===== config.mk =====
export PLATFORM = sky130hd
export DESIGN_NAME = i2stx_padded_tx
export DESIGN_NICKNAME = d
export VERILOG_FILES = /design/src/rtl/i2stx_pkg.sv /design/src/rtl/i2stx_bclk_gen.sv /design/src/rtl/i2stx_slot_seq.sv /design/src/rtl/i2stx_sample_path.sv /design/src/rtl/i2stx_padded_tx.sv
export SDC_FILE = /design/constraint.sdc
export NUM_CORES = 1
export LEC_CHECK = 0
export BUFFER_PORTS_ARGS = -buffer_cell sky130_fd_sc_hd__buf_4
export CORE_MARGIN = 10
export CORE_UTILIZATION = 34
export CTS_CLUSTER_DIAMETER = 50
export DETAILED_ROUTE_END_ITERATION = 8
export PLACE_DENSITY = 0.58
export SLEW_MARGIN = 20
export SYNTH_ARGS = -nofsm -noshare
export SYNTH_HDL_FRONTEND = slang
export SYNTH_HIERARCHICAL = 1
export SYNTH_SLANG_ARGS = --single-unit

===== constraint.sdc =====
create_clock -name clk -period 2.8 [get_ports clk]
set_clock_uncertainty 0.1 [all_clocks]
set_input_delay 0.14 -clock clk [delete_from_list [all_inputs] [get_ports clk]]
set_output_delay 0.14 -clock clk [all_outputs]
set_load 0.05 [all_outputs]

===== src/rtl/i2stx_pkg.sv =====
// Shared types for the padded-frame serial audio transmitter.
package i2stx_pkg;
    // Slot currently being launched on the serial line.
    typedef enum logic [1:0] {
        SLOT_RIGHT = 2'd0,
        SLOT_LEFT  = 2'd1,
        SLOT_PAD   = 2'd2
    } slot_e;
endpackage


===== src/rtl/i2stx_bclk_gen.sv =====
// Bit-clock divider. It toggles bclk every DIV_HALF system clocks and
// raises fall_stb in the cycle whose edge takes bclk from 1 to 0.
// Assumes DIV_HALF >= 1. bclk idles high in reset, so the first edge
// after reset is a falling edge.
module i2stx_bclk_gen #(
    parameter int DIV_HALF = 2
) (
    input  logic clk,
    input  logic rst_n,
    output logic bclk,
    output logic fall_stb
);
    localparam int DW = (DIV_HALF > 1) ? $clog2(DIV_HALF) : 1;

    logic [DW-1:0] div_q;
    logic          bclk_q;
    logic          tick;

    // Half-period reached.
    assign tick     = (div_q == DW'(DIV_HALF - 1));
    assign fall_stb = tick & bclk_q;
    assign bclk     = bclk_q;

    // Count the half period and toggle the clock at its end.
    always_ff @(posedge clk) begin
        if (!rst_n) begin
            div_q  <= '0;
            bclk_q <= 1'b1;
        end else if (tick) begin
            div_q  <= '0;
            bclk_q <= ~bclk_q;
        end else begin
            div_q  <= div_q + DW'(1);
        end
    end

    p_fall_low_r3: assert property (@(posedge clk) disable iff (!rst_n)
        fall_stb |=> !bclk_q);
    p_div_range_r2: assert property (@(posedge clk) disable iff (!rst_n)
        div_q <= DW'(DIV_HALF - 1));
endmodule


===== src/rtl/i2stx_slot_seq.sv =====
// Frame sequencer. It walks through the right slot, the left slot and
// the optional idle slot, one position per bclk falling edge. It drives
// ws and samples the framing controls at the first right bit.
// Assumes SAMPLE_W is a power of two.
module i2stx_slot_seq
    import i2stx_pkg::*;
#(
    parameter int SAMPLE_W = 16,
    parameter int PAD_W    = 6,
    parameter int IDX_W    = 6
) (
    input  logic             clk,
    input  logic             rst_n,
    input  logic             fall_stb,
    input  logic             acc_mode,
    input  logic [PAD_W-1:0] pad_len,
    output slot_e            slot,
    output logic [IDX_W-1:0] idx,
    output logic             frame_start,
    output logic             ws
);
    localparam logic [IDX_W-1:0] LAST = IDX_W'(SAMPLE_W - 1);

    slot_e            slot_q, slot_d;
    logic [IDX_W-1:0] idx_q, idx_d;
    logic [PAD_W-1:0] pad_q, pad_d;
    logic             ws_q;

    assign slot        = slot_q;
    assign idx         = idx_q;
    assign ws          = ws_q;
    assign frame_start = fall_stb && (slot_q == SLOT_RIGHT) && (idx_q == '0);

    // Next position in the frame and pad length latched at frame start.
    always_comb begin
        slot_d = slot_q;
        idx_d  = idx_q + IDX_W'(1);
        pad_d  = pad_q;
        if (frame_start) pad_d = acc_mode ? pad_len : '0;
        unique case (slot_q)
            SLOT_RIGHT: if (idx_q == LAST) begin
                slot_d = SLOT_LEFT;
                idx_d  = '0;
            end
            SLOT_LEFT: if (idx_q == LAST) begin
                slot_d = (pad_d == '0) ? SLOT_RIGHT : SLOT_PAD;
                idx_d  = '0;
            end
            SLOT_PAD: if (idx_q == IDX_W'(pad_q) - IDX_W'(1)) begin
                slot_d = SLOT_RIGHT;
                idx_d  = '0;
            end
            default: begin
                slot_d = SLOT_RIGHT;
                idx_d  = '0;
            end
        endcase
    end

    // Advance on each falling edge; ws follows the launched slot.
    always_ff @(posedge clk) begin
        if (!rst_n) begin
            slot_q <= SLOT_RIGHT;
            idx_q  <= '0;
            pad_q  <= '0;
            ws_q   <= 1'b0;
        end else if (fall_stb) begin
            slot_q <= slot_d;
            idx_q  <= idx_d;
            pad_q  <= pad_d;
            ws_q   <= (slot_q == SLOT_RIGHT);
        end
    end

    p_ws_right_r4: assert property (@(posedge clk) disable iff (!rst_n)
        (fall_stb && slot_q == SLOT_RIGHT) |=> ws_q);
    p_ws_stable_r3: assert property (@(posedge clk) disable iff (!rst_n)
        !fall_stb |=> $stable(ws_q));
    p_pad_nonzero_r7: assert property (@(posedge clk) disable iff (!rst_n)
        (slot_q == SLOT_PAD) |-> (pad_q != '0));
endmodule


===== src/rtl/i2stx_sample_path.sv =====
// Sample path. It holds one offered stereo pair, moves it into the
// current pair at frame start (or keeps the old pair on underrun), and
// launches one data bit per falling edge, MSB first, with 0 in idle slots.
// Assumes SAMPLE_W is a power of two.
module i2stx_sample_path
    import i2stx_pkg::*;
#(
    parameter int SAMPLE_W = 16,
    parameter int IDX_W    = 6
) (
    input  logic                clk,
    input  logic                rst_n,
    input  logic                fall_stb,
    input  logic                frame_start,
    input  slot_e               slot,
    input  logic [IDX_W-1:0]    idx,
    input  logic                in_valid,
    input  logic [SAMPLE_W-1:0] in_left,
    input  logic [SAMPLE_W-1:0] in_right,
    output logic                in_ready,
    output logic                sd
);
    localparam int BW = $clog2(SAMPLE_W);

    logic                pend_full;
    logic [SAMPLE_W-1:0] pend_l, pend_r, cur_l, cur_r, src_r;
    logic                take, accept, sd_q, sd_d;
    logic [BW-1:0]       bsel;

    assign in_ready = !pend_full;
    assign accept   = in_valid && !pend_full;
    assign take     = frame_start && pend_full;
    assign src_r    = take ? pend_r : cur_r;
    assign bsel     = BW'(SAMPLE_W - 1) - idx[BW-1:0];
    assign sd       = sd_q;

    // Bit to launch for the current slot position.
    always_comb begin
        unique case (slot)
            SLOT_RIGHT: sd_d = src_r[bsel];
            SLOT_LEFT:  sd_d = cur_l[bsel];
            default:    sd_d = 1'b0;
        endcase
    end

    // Holding register fill and drain.
    always_ff @(posedge clk) begin
        if (!rst_n) begin
            pend_full <= 1'b0;
            pend_l    <= '0;
            pend_r    <= '0;
        end else if (accept) begin
            pend_full <= 1'b1;
            pend_l    <= in_left;
            pend_r    <= in_right;
        end else if (take) begin
            pend_full <= 1'b0;
        end
    end

    // Current pair, replaced only when a fresh pair is taken.
    always_ff @(posedge clk) begin
        if (!rst_n) begin
            cur_l <= '0;
            cur_r <= '0;
        end else if (take) begin
            cur_l <= pend_l;
            cur_r <= pend_r;
        end
    end

    // Serial data register, updated on falling edges only.
    always_ff @(posedge clk) begin
        if (!rst_n)        sd_q <= 1'b0;
        else if (fall_stb) sd_q <= sd_d;
    end

    p_hold_full_r8: assert property (@(posedge clk) disable iff (!rst_n)
        (in_valid && in_ready) |=> !in_ready);
    p_take_release_r8: assert property (@(posedge clk) disable iff (!rst_n)
        take |=> in_ready);
    p_sd_stable_r3: assert property (@(posedge clk) disable iff (!rst_n)
        !fall_stb |=> $stable(sd_q));
    p_pad_idle_r7: assert property (@(posedge clk) disable iff (!rst_n)
        (fall_stb && slot == SLOT_PAD) |=> !sd_q);
    p_idx_in_slot_r4: assert property (@(posedge clk) disable iff (!rst_n)
        (slot != SLOT_PAD) |-> (idx < IDX_W'(SAMPLE_W)));
endmodule


===== src/rtl/i2stx_padded_tx.sv =====
// Top level of the padded-frame serial audio transmitter. It connects
// the bit-clock divider, the frame sequencer and the sample path.
// The block is always clock and frame master.
module i2stx_padded_tx
    import i2stx_pkg::*;
#(
    parameter int SAMPLE_W = 16,
    parameter int PAD_W    = 6,
    parameter int DIV_HALF = 2
) (
    input  logic                clk,
    input  logic                rst_n,
    input  logic                acc_mode,
    input  logic [PAD_W-1:0]    pad_len,
    input  logic                in_valid,
    output logic                in_ready,
    input  logic [SAMPLE_W-1:0] in_left,
    input  logic [SAMPLE_W-1:0] in_right,
    output logic                bclk,
    output logic                ws,
    output logic                sd
);
    localparam int BW    = $clog2(SAMPLE_W);
    localparam int IDX_W = (PAD_W > BW) ? PAD_W : BW;

    logic             fall_stb, frame_start;
    slot_e            slot;
    logic [IDX_W-1:0] idx;

    i2stx_bclk_gen #(.DIV_HALF(DIV_HALF)) u_clk (
        .clk(clk), .rst_n(rst_n), .bclk(bclk), .fall_stb(fall_stb)
    );

    i2stx_slot_seq #(.SAMPLE_W(SAMPLE_W), .PAD_W(PAD_W), .IDX_W(IDX_W)) u_seq (
        .clk(clk), .rst_n(rst_n), .fall_stb(fall_stb), .acc_mode(acc_mode),
        .pad_len(pad_len), .slot(slot), .idx(idx),
        .frame_start(frame_start), .ws(ws)
    );

    i2stx_sample_path #(.SAMPLE_W(SAMPLE_W), .IDX_W(IDX_W)) u_data (
        .clk(clk), .rst_n(rst_n), .fall_stb(fall_stb),
        .frame_start(frame_start), .slot(slot), .idx(idx),
        .in_valid(in_valid), .in_left(in_left), .in_right(in_right),
        .in_ready(in_ready), .sd(sd)
    );
endmodule


**Yosys cells after proc, flatten, opt, wreduce, memory -nomap -nowiden**

Cells that the tools add are included.

- Flip-flop bits (word level): 83
- Input port bits: 42
- Output and inout bits: 4
- Word-level logic and storage cells: 57

- Add/subtract/negate cells: 4
- Order comparisons: 1
- Equal/unequal tests: 7
- Mux-type cells: 18
- Bitwise operators: 3
- Reductions and logical operators: 12

Operator list:

| operator | number |
|---|---|
| 6-bit 2-to-1 mux | 4 |
| 16-bit 2-to-1 mux | 1 |
| 6-bit logical NOT | 2 |
| 6-bit one-hot mux with 2 select lines | 1 |
| 1-bit binary-select mux with 4-bit select | 2 |
| 2-bit 2-to-1 mux | 4 |
| 6-bit by 1-bit adder with 6-bit output, second input constant | 1 |
| 6-bit by 4-bit equality test with 1-bit output, second input constant | 1 |
| 6-bit equality test | 1 |
| 2-bit one-hot mux with 3 select lines | 1 |
| 6-bit by 1-bit subtractor with 6-bit output, second input constant | 1 |
| 4-bit by 5-bit less-than comparator with 1-bit output, second input constant | 1 |
| 1-bit logical AND | 4 |
| 1-bit 2-to-1 mux | 4 |
| 2-bit inequality test, second input constant | 2 |
| 4-bit AND reduction | 1 |
| 2-bit OR reduction | 2 |
| 4-bit subtractor, first input constant | 1 |
| 2-bit by 1-bit equality test with 1-bit output, second input constant | 1 |
| 2-bit equality test, second input constant | 1 |
| 2-bit logical NOT | 1 |
| 2-bit by 1-bit inequality test with 1-bit output, second input constant | 1 |
| 1-bit NOT | 2 |
| 1-bit one-hot mux with 2 select lines | 1 |
| other kinds (4) | 4 |

**Logic depth before layout (Yosys ltp)**

Gate-level depths: netlist of the first run.

- Depth after elaboration: 8
- Gate-level depth with buffers: 12
- Gate-level depth less buffers: 11

**Modules after synthesis**

The synthesis of the first run kept the hierarchy.

By module, submodules not included:

| module | instances | cells each | area each (um^2) | seq. area each (um^2) |
|---|---|---|---|---|
| i2stx_sample_path | 1 | 320 | 2776.4 | 1321.3 |
| i2stx_slot_seq | 1 | 117 | 939.7 | 300.3 |
| i2stx_bclk_gen | 1 | 6 | 70.1 | 40.0 |

**Worst setup path before layout of the first run**

No wires, ideal clock.

- Path kind: reg2reg
- From: register u_clk.bclk_q (netlist: u_clk/bclk)
- To: register u_data.sd_q (netlist: u_data/sd)
- Library setup time: 0.135 ns
- Arrival time: 2.496 ns
- Data required time: 2.565 ns
- Slack: 0.069 ns
- Cell stages (with the launch flop): 11
- Path buffers: 0
- Period minus slack after synthesis: 2.731 ns
- Cells stage by stage: dfxtp_1 and2_4 nor2b_1 nand3_1 clkinv_1 nand2_4 mux4_2 o21ai_1 a211oi_1 o31ai_2 a41oi_1

- Word-level cells in the longest chain between the ends: 8

Ends and longest elaborated chain:

| item | line | text |
|---|---|---|
| from (decl) | i2stx_bclk_gen.sv:16 | `logic bclk_q;` |
| from (signal assigned) | i2stx_bclk_gen.sv:31 | `bclk_q <= ~bclk_q;` |
| 1-bit AND | i2stx_bclk_gen.sv:21 | `assign fall_stb = tick & bclk_q;` |
| net fall_stb | i2stx_padded_tx.sv:26 | `logic fall_stb, frame_start;` |
| 1-bit logical AND (2 in a row) | i2stx_slot_seq.sv:32 | `assign frame_start = fall_stb && (slot_q == SLOT_RIGHT) && (idx_q == '0);` |
| net frame_start | i2stx_padded_tx.sv:26 |  |
| 1-bit logical AND | i2stx_sample_path.sv:32 | `assign take = frame_start && pend_full;` |
| 16-bit 2-to-1 mux | i2stx_sample_path.sv:33 | `assign src_r = take ? pend_r : cur_r;` |
| 1-bit binary-select mux with 4-bit select | i2stx_sample_path.sv:40 | `SLOT_RIGHT: sd_d = src_r[bsel];` |
| 1-bit 2-to-1 mux (implied by the code) | i2stx_sample_path.sv:40 |  |
| 1-bit one-hot mux with 2 select lines | i2stx_sample_path.sv:39 | `unique case (slot)` |
| to (signal assigned) | i2stx_sample_path.sv:74 | `if (!rst_n) sd_q <= 1'b0;` |
| to (signal assigned) | i2stx_sample_path.sv:75 | `else if (fall_stb) sd_q <= sd_d;` |
| to (decl) | i2stx_sample_path.sv:27 | `logic take, accept, sd_q, sd_d;` |

The timed path passes the listed nets, and every way through them passes these cells. The select of a mux whose other input is x is not followed.
A chain may end at the register's enable or synchronous reset.

**Worst setup path after layout of the first run**

- From: register u_clk.div_q
- To: register u_data.sd_q (netlist: u_data/sd)

- Word-level cells in the longest chain between the ends: 8

Ends and longest elaborated chain:

| item | line | text |
|---|---|---|
| from (decl) | i2stx_bclk_gen.sv:15 | `logic [DW-1:0] div_q;` |
| from (signal assigned) | i2stx_bclk_gen.sv:33 | `div_q <= div_q + DW'(1);` |
| 1-bit AND | i2stx_bclk_gen.sv:21 |  |
| net fall_stb | i2stx_padded_tx.sv:26 |  |
| 1-bit logical AND (2 in a row) | i2stx_slot_seq.sv:32 |  |
| net frame_start | i2stx_padded_tx.sv:26 |  |
| 1-bit logical AND | i2stx_sample_path.sv:32 |  |
| 16-bit 2-to-1 mux | i2stx_sample_path.sv:33 |  |
| 1-bit binary-select mux with 4-bit select | i2stx_sample_path.sv:40 |  |
| 1-bit 2-to-1 mux (implied by the code) | i2stx_sample_path.sv:40 |  |
| 1-bit one-hot mux with 2 select lines | i2stx_sample_path.sv:39 |  |

The timed path passes the listed nets, and every way through them passes these cells. The select of a mux whose other input is x is not followed.

==> results.sh, run 1 <==
export IMPL_ys_seq_area_share_pct=43.9
export IMPL_crit_type="flop to flop"
export IMPL_finalCritPeriodShare_pct=89.0
export IMPL_cts_sinks=83
export IMPL_crit_chain="and2_4, nor2b_1, nand3_1, clkinv_1, nand2_4, buf_4, a211oi_1, a31oi_1, mux2_2, nand3_1, a41oi_1"
export IMPL_fin_crit_ns=2.49
export IMPL_crit_path_start_kind="flop"
export IMPL_dp_hpwl_um=6140
export IMPL_syn_inst=443
export IMPL_dieHeight_um=126
export IMPL_cp_arrival_ns=2.62
export IMPL_nNetsFinal=573
export IMPL_reg2reg_depth=11
export IMPL_cts_resized=0
export IMPL_drive_gt1_share_pct=16.7
export IMPL_crit_fanout=22
export IMPL_critPathSlowestCell="dfxtp_1"
export IMPL_remaining_drc_errors=0
export IMPL_dp_cells=613
export IMPL_antenna_found_initial=0
export IMPL_first_iter_violations=164
export IMPL_clk_path_buf_depth=2
export IMPL_hold_class="primary input to flop"
export IMPL_clk_latency_ns=0.36
export IMPL_ys_types=53
export IMPL_grt_max_degree=66
export IMPL_grt_pass1_vias=3344
export IMPL_finalWirelength_um=9030
export IMPL_crit_path_max_incr_delay_ns=0.36
export IMPL_boundaryPins=46
export IMPL_reg2reg_slack_ns=0.31
export IMPL_tightest_slew_ns=0.534
export IMPL_row_count=38
export IMPL_port_buffers=45
export IMPL_synth_fp_nets=488
export IMPL_detail_route_wl_per_cell_um=13.4
export IMPL_setup_viol=0
export IMPL_ir_worst_vdd_mv=0.356
export IMPL_rr_startpoint="u_clk/div_q$_SDFF_PP0_"
export IMPL_htreeDepth=3
export IMPL_syn_area_um2=3790
export IMPL_slew_headroom_pct=64.4
export IMPL_syn_to_final_growth_pct=30.5
export IMPL_hold_viol=0
export IMPL_coreArea_um2=10900
export IMPL_end_kind="flop"
export IMPL_drv_cap=0
export IMPL_clockRootBuffer="clkbuf_8"
export IMPL_powerDensity_nw_per_um2=509
export IMPL_rsz0062_at_grt="false"
export IMPL_synth_ff_type="dfxtp_1"
export IMPL_die_width_um=126
export IMPL_power_leakage_nw=1.88
export IMPL_crit_required_ns=2.93
export IMPL_fin_cells=673
export IMPL_synthArstFlopShare_pct=0
export IMPL_clk_pin_slew_worst_paths_ns=0.08
export IMPL_start_util_pct=34.8
export IMPL_overflow=0
export IMPL_final_cell_mix="nand2_1, dfxtp_1, a21boi_0, buf_4, dlygate4sd3_1"
export IMPL_fp_dieArea_um2=15800
export IMPL_cts_tree="done"
export IMPL_fin_tns_setup_ns=0
export IMPL_vias=3300
export IMPL_yosys_warnings=6
export IMPL_final_common_cell="nand2_1"
export IMPL_dr_pass1_iters=4
export IMPL_drv_slew=0
export IMPL_rr_endpoint="u_data/sd$_SDFFE_PN0P_"
export IMPL_min_to="u_clk/bclk$_SDFFE_PN1P_"
export IMPL_whs_path_depth=2
export IMPL_gp_congestion=0.869
export IMPL_fmax_mhz=401
export IMPL_numCtsBuffers=9
export IMPL_hp_start="rst_n"
export IMPL_avgSynthCellArea_um2=8.55
export IMPL_grt_total_usage_pct=11.6
export IMPL_status="finished, final reports clean"
export IMPL_vias_per_cell=4.90
export IMPL_synth_edf_count=0
export IMPL_ant_nets=0
export IMPL_grt_first_pass_wirelength_um=15400
export IMPL_ys_ff_latch=83
export IMPL_cp_common_cell="nand3_1"
export IMPL_n_antenna_cell=0
routing by layer:
metal	share of wire [%]	vias up	global-route usage, %
met5	0	-	0
li1	-	1680	-
met3	6.1	8	3.76
met1	44	1533	13.2
met4	1.0	0	4.13
met2	49	79	19.9
registers in the layout, summed over array words and instances (netlist names), 2 cells and up:
register and flops:
u_data/cur_l 16, u_seq/pad_q 6, u_seq/idx 6, u_data/cur_r 16, u_seq/slot 2, u_data/pend_l 16
u_data/pend_r 16
worst max path at each step:
stage / startpoint / end / slack [ns] / cells after the start
final: u_clk/div_q$_SDFF_PP0_ / u_data/sd$_SDFFE_PN0P_ / 0.31 / 11
after global placement: u_seq/idx[0]$_SDFFE_PN0P_ / u_data/sd$_SDFFE_PN0P_ / 0.44 / 12
after floorplan: u_clk/bclk$_SDFFE_PN1P_ / u_data/sd$_SDFFE_PN0P_ / 0.07 / 10
after CTS: u_clk/div_q$_SDFF_PP0_ / u_data/sd$_SDFFE_PN0P_ / 0.35 / 11
after global routing: u_clk/bclk$_SDFFE_PN1P_ / u_data/sd$_SDFFE_PN0P_ / 0.11 / 11
after detailed placement: u_clk/div_q$_SDFF_PP0_ / u_data/sd$_SDFFE_PN0P_ / 0.37 / 11
layout make-up:
class                      instances  area, µm²
clock buffer                      11        151
multi-input combinational        322       1980
clock inverter                     5       65.1
inverter                          11       41.3
fill                            1078       5950
timing repair buffer             101        868
sequential                        83       1660
tap                              140        175
repair_timing:
item                      in CTS  in global routing
hold endpoints to repair      38                  0
hold buffers                  44                  0
setup buffers                  0                  0
metrics by stage:
| stage | setup slack [ns] | hold WS [ns] | area (µm²) | util (%) | total power, mW |
|---|---|---|---|---|---|
| 2_1_floorplan | 0.0694 | 0.0992 | 3790 | - | 1.46 |
| 3_3_place_gp | 0.436 | 0.302 | 4280 | 39.3 | 1.56 |
| 3_5_place_dp | 0.371 | 0.312 | 4280 | 39.3 | 1.57 |
| 4_1_cts | 0.347 | 0.0970 | 4940 | 45.4 | 2.55 |
| 5_1_grt | 0.106 | 0.125 | 4940 | 45.4 | 2.65 |
| 6_report | 0.308 | 0.0930 | 4940 | 45.4 | 2.51 |
critical path, delay by kind of cell, from the launching register on:
kind                   cells  cell delay, ns
AO/OA/AOI/OAI              3            0.46
buffers and inverters      2            0.35
flip-flops                 1            0.36
multiplexers               1            0.28
AND/OR/NAND/NOR            5            0.80
Yosys cell counts, types with 2 or more instances:
cell | instances | share of area, %
a211oi_1 | 3 | 0.59
a21boi_0 | 58 | 12
a21boi_1 | 2 | 0.40
a21oi_1 | 4 | 0.53
a22oi_1 | 2 | 0.40
a31oi_1 | 7 | 1.2
and2_1 | 6 | 0.99
and3_1 | 4 | 0.66
buf_1 | 4 | 0.40
buf_2 | 3 | 0.40
clkbuf_1 | 20 | 2.0
dfxtp_1 | 83 | 44
ha_1 | 3 | 0.99
inv_1 | 10 | 0.99
mux2_2 | 2 | 0.59
mux2i_1 | 13 | 3.4
mux4_2 | 4 | 2.4
nand2_1 | 121 | 12
nand2b_1 | 3 | 0.50
nand3_1 | 19 | 2.5
nand4_1 | 3 | 0.50
nor2_1 | 7 | 0.69
nor2b_1 | 18 | 3.0
nor3_1 | 3 | 0.40
nor4b_1 | 2 | 0.46
o21a_1 | 2 | 0.40
o21ai_0 | 2 | 0.26
o21ai_1 | 2 | 0.26
o22ai_1 | 3 | 0.50
xnor2_1 | 6 | 1.4
xor2_1 | 2 | 0.46
cell families after synthesis:
group,after synthesis,share of synthesized area (%)
compound gates,96,19.0
xor+xnor,8,1.85
fa+ha+maj,3,0.992
buf+inv,38,3.87
flops,83,43.9
mux,19,6.41
simple gates,196,24.0
power breakdown:
part / leakage, nW / internal, mW / switching (mW)
clock: 0.111 / 0.472 / 0.459
combinational: 1.09 / 0.170 / 0.162
sequential: 0.675 / 1.22 / 0.0290
total: 1.88 / 1.87 / 0.650
Power figures use the tool's default switching activity.
==> run 2, diff against run 1 <==
Settings changed: CAP_MARGIN set to 0, HOLD_SLACK_MARGIN set to 0.12.
==> run 2 against run 1 <==
Net effect:
- global-route usage about the same
- combinational power is essentially flat
- flip-flop and latch count did not move
- count of clock-buffer cells in the layout is the same
- register-to-register slack barely moved
- die area is the same
- sequential share of layout area down 0.068 points
- sequential power about the same
- critical path type unchanged
==> results.sh, run 2 (same netlist as run 1, synthesis figures left out) <==
export IMPL_grt_use_met1_pct=13.2
export IMPL_whs_path_depth=5
export IMPL_syn_to_final_growth_pct=30.8
export IMPL_finalCritPeriodShare_pct=89.1
export IMPL_reg2reg_depth=11
export IMPL_crit_type="flop to flop"
export IMPL_grt_util_met2_pct=20.0
export IMPL_fin_tns_setup_ns=0
export IMPL_first_iter_violations=156
export IMPL_cp_arrival_ns=2.63
export IMPL_final_common_cell="nand2_1"
export IMPL_p_total_mw=2.52
export IMPL_fp_dieArea_um2=15800
export IMPL_tightest_slew_ns=0.536
export IMPL_crit_required_ns=2.94
export IMPL_dp_slack_ns=0.371
export IMPL_worst_hold_slack_ns=0.169
export IMPL_top_usage_layer="met2"
export IMPL_grt_pass1_vias=3354
export IMPL_n_antenna_cell=0
export IMPL_placed_cell_area_um2=4280
export IMPL_overflow=0
export IMPL_drive_gt1_share_pct=16.7
export IMPL_ant_nets=0
export IMPL_postLayoutSetupSlackWorst_ns=0.305
export IMPL_cts_tree="done"
export IMPL_final_cell_mix="nand2_1, dfxtp_1, a21boi_0, buf_4, dlygate4sd3_1"
export IMPL_grt_first_pass_wirelength_um=15500
export IMPL_fin_util_pct=45.5
export IMPL_coreArea_um2=10900
export IMPL_hold_class="primary input to flop"
export IMPL_start_util_pct=34.8
export IMPL_setup_viol=0
export IMPL_remaining_drc_errors=0
export IMPL_grt_max_degree=66
export IMPL_multiInputGateArea_um2=1980
export IMPL_clk_path_buf_depth=2
export IMPL_boundaryPins=46
export IMPL_cts_resized=0
export IMPL_clk_latency_ns=0.36
export IMPL_end_kind="flop"
export IMPL_vias=3279
export IMPL_antenna_found_initial=0
export IMPL_status="finished, final reports clean"
export IMPL_numCtsBuffers=9
export IMPL_drv_slew=0
export IMPL_slew_headroom_pct=64.3
export IMPL_finalWirelength_um=9050
export IMPL_gp_congestion=0.869
export IMPL_drv_cap=0
export IMPL_grt_total_usage_pct=11.6
export IMPL_final_area_um2=4950
export IMPL_row_count=38
export IMPL_fin_crit_ns=2.49
export IMPL_fill_cells=1077
export IMPL_dieHeight_um=126
export IMPL_hold_viol=0
export IMPL_clk_pin_slew_worst_paths_ns=0.09
export IMPL_grt_met3_usage_pct=3.80
export IMPL_clockRootBuffer="clkbuf_8"
export IMPL_powerDensity_nw_per_um2=508
export IMPL_htreeDepth=3
export IMPL_crit_path_start_kind="flop"
export IMPL_power_leakage_nw=1.88
export IMPL_fmax_mhz=401
export IMPL_fin_cells=674
export IMPL_dp_cells=613
export IMPL_crit_fanout=22
export IMPL_regArea_um2=1660
export IMPL_die_width_um=126
export IMPL_rsz0062_at_grt="false"
export IMPL_dr_pass1_iters=4
export IMPL_port_buffers=45
export IMPL_nNetsFinal=574
export IMPL_vias_per_cell=4.86
export IMPL_ir_worst_vdd_mv=0.356
export IMPL_cts_sinks=83
export IMPL_detail_route_wl_per_cell_um=13.4
export IMPL_dp_hpwl_um=6140
run 2: cell types whose count changed in the layout (fill, tap and decap cells not counted):
cell,before,now
dlygate4sd3_1,44,45
run 2: where the power goes:
group	switching [mW]	internal, mW	leakage [nW]	total (mW)
sequential	0.0287	1.22	0.675	1.25
combinational	0.163	0.171	1.09	0.334
clock	0.459	0.472	0.111	0.931
run 2: worst max-delay path: stages (launching register included):
cell      delay [ns]
dfxtp_1         0.36
and2_4          0.26
nor2b_1         0.22
nand3_1         0.13
clkinv_1        0.11
nand2_4         0.11
buf_4           0.24
a211oi_1        0.29
a31oi_1         0.06
mux2_2          0.28
nand3_1         0.09
a41oi_1         0.11
run 2: timing repair:
action                                  4_1_cts  5_1_grt
hold buffers                                 45        0
endpoints found under the setup margin        0        0
endpoints found under the hold margin        39        0
setup buffers                                 0        0
run 2: final cells by class:
type                       instances  area share [%]
multi-input combinational        322            40.0
sequential                        83            33.6
timing repair buffer             102            17.7
tap                              140            3.54
clock buffer                      11            3.06
clock inverter                     5            1.31
inverter                          11           0.834
run 2: layer usage:
metal	wire length [µm]	vias to the layer above
li1	-	1680
met1	4090	1521
met2	4360	70
met3	497	8
met4	93	0
met5	0	-
run 2: final timing paths:
check / from / end / slack, ns
max: u_clk/div_q$_SDFF_PP0_ / u_data/sd$_SDFFE_PN0P_ / 0.31
min: acc_mode / u_seq/slot[1]$_SDFFE_PN0P_ / 0.17
max reg2reg: u_clk/div_q$_SDFF_PP0_ / u_data/sd$_SDFFE_PN0P_ / 0.31
min reg2reg: u_data/cur_l[0]$_SDFFE_PN0N_ / u_data/cur_l[0]$_SDFFE_PN0N_ / 0.37
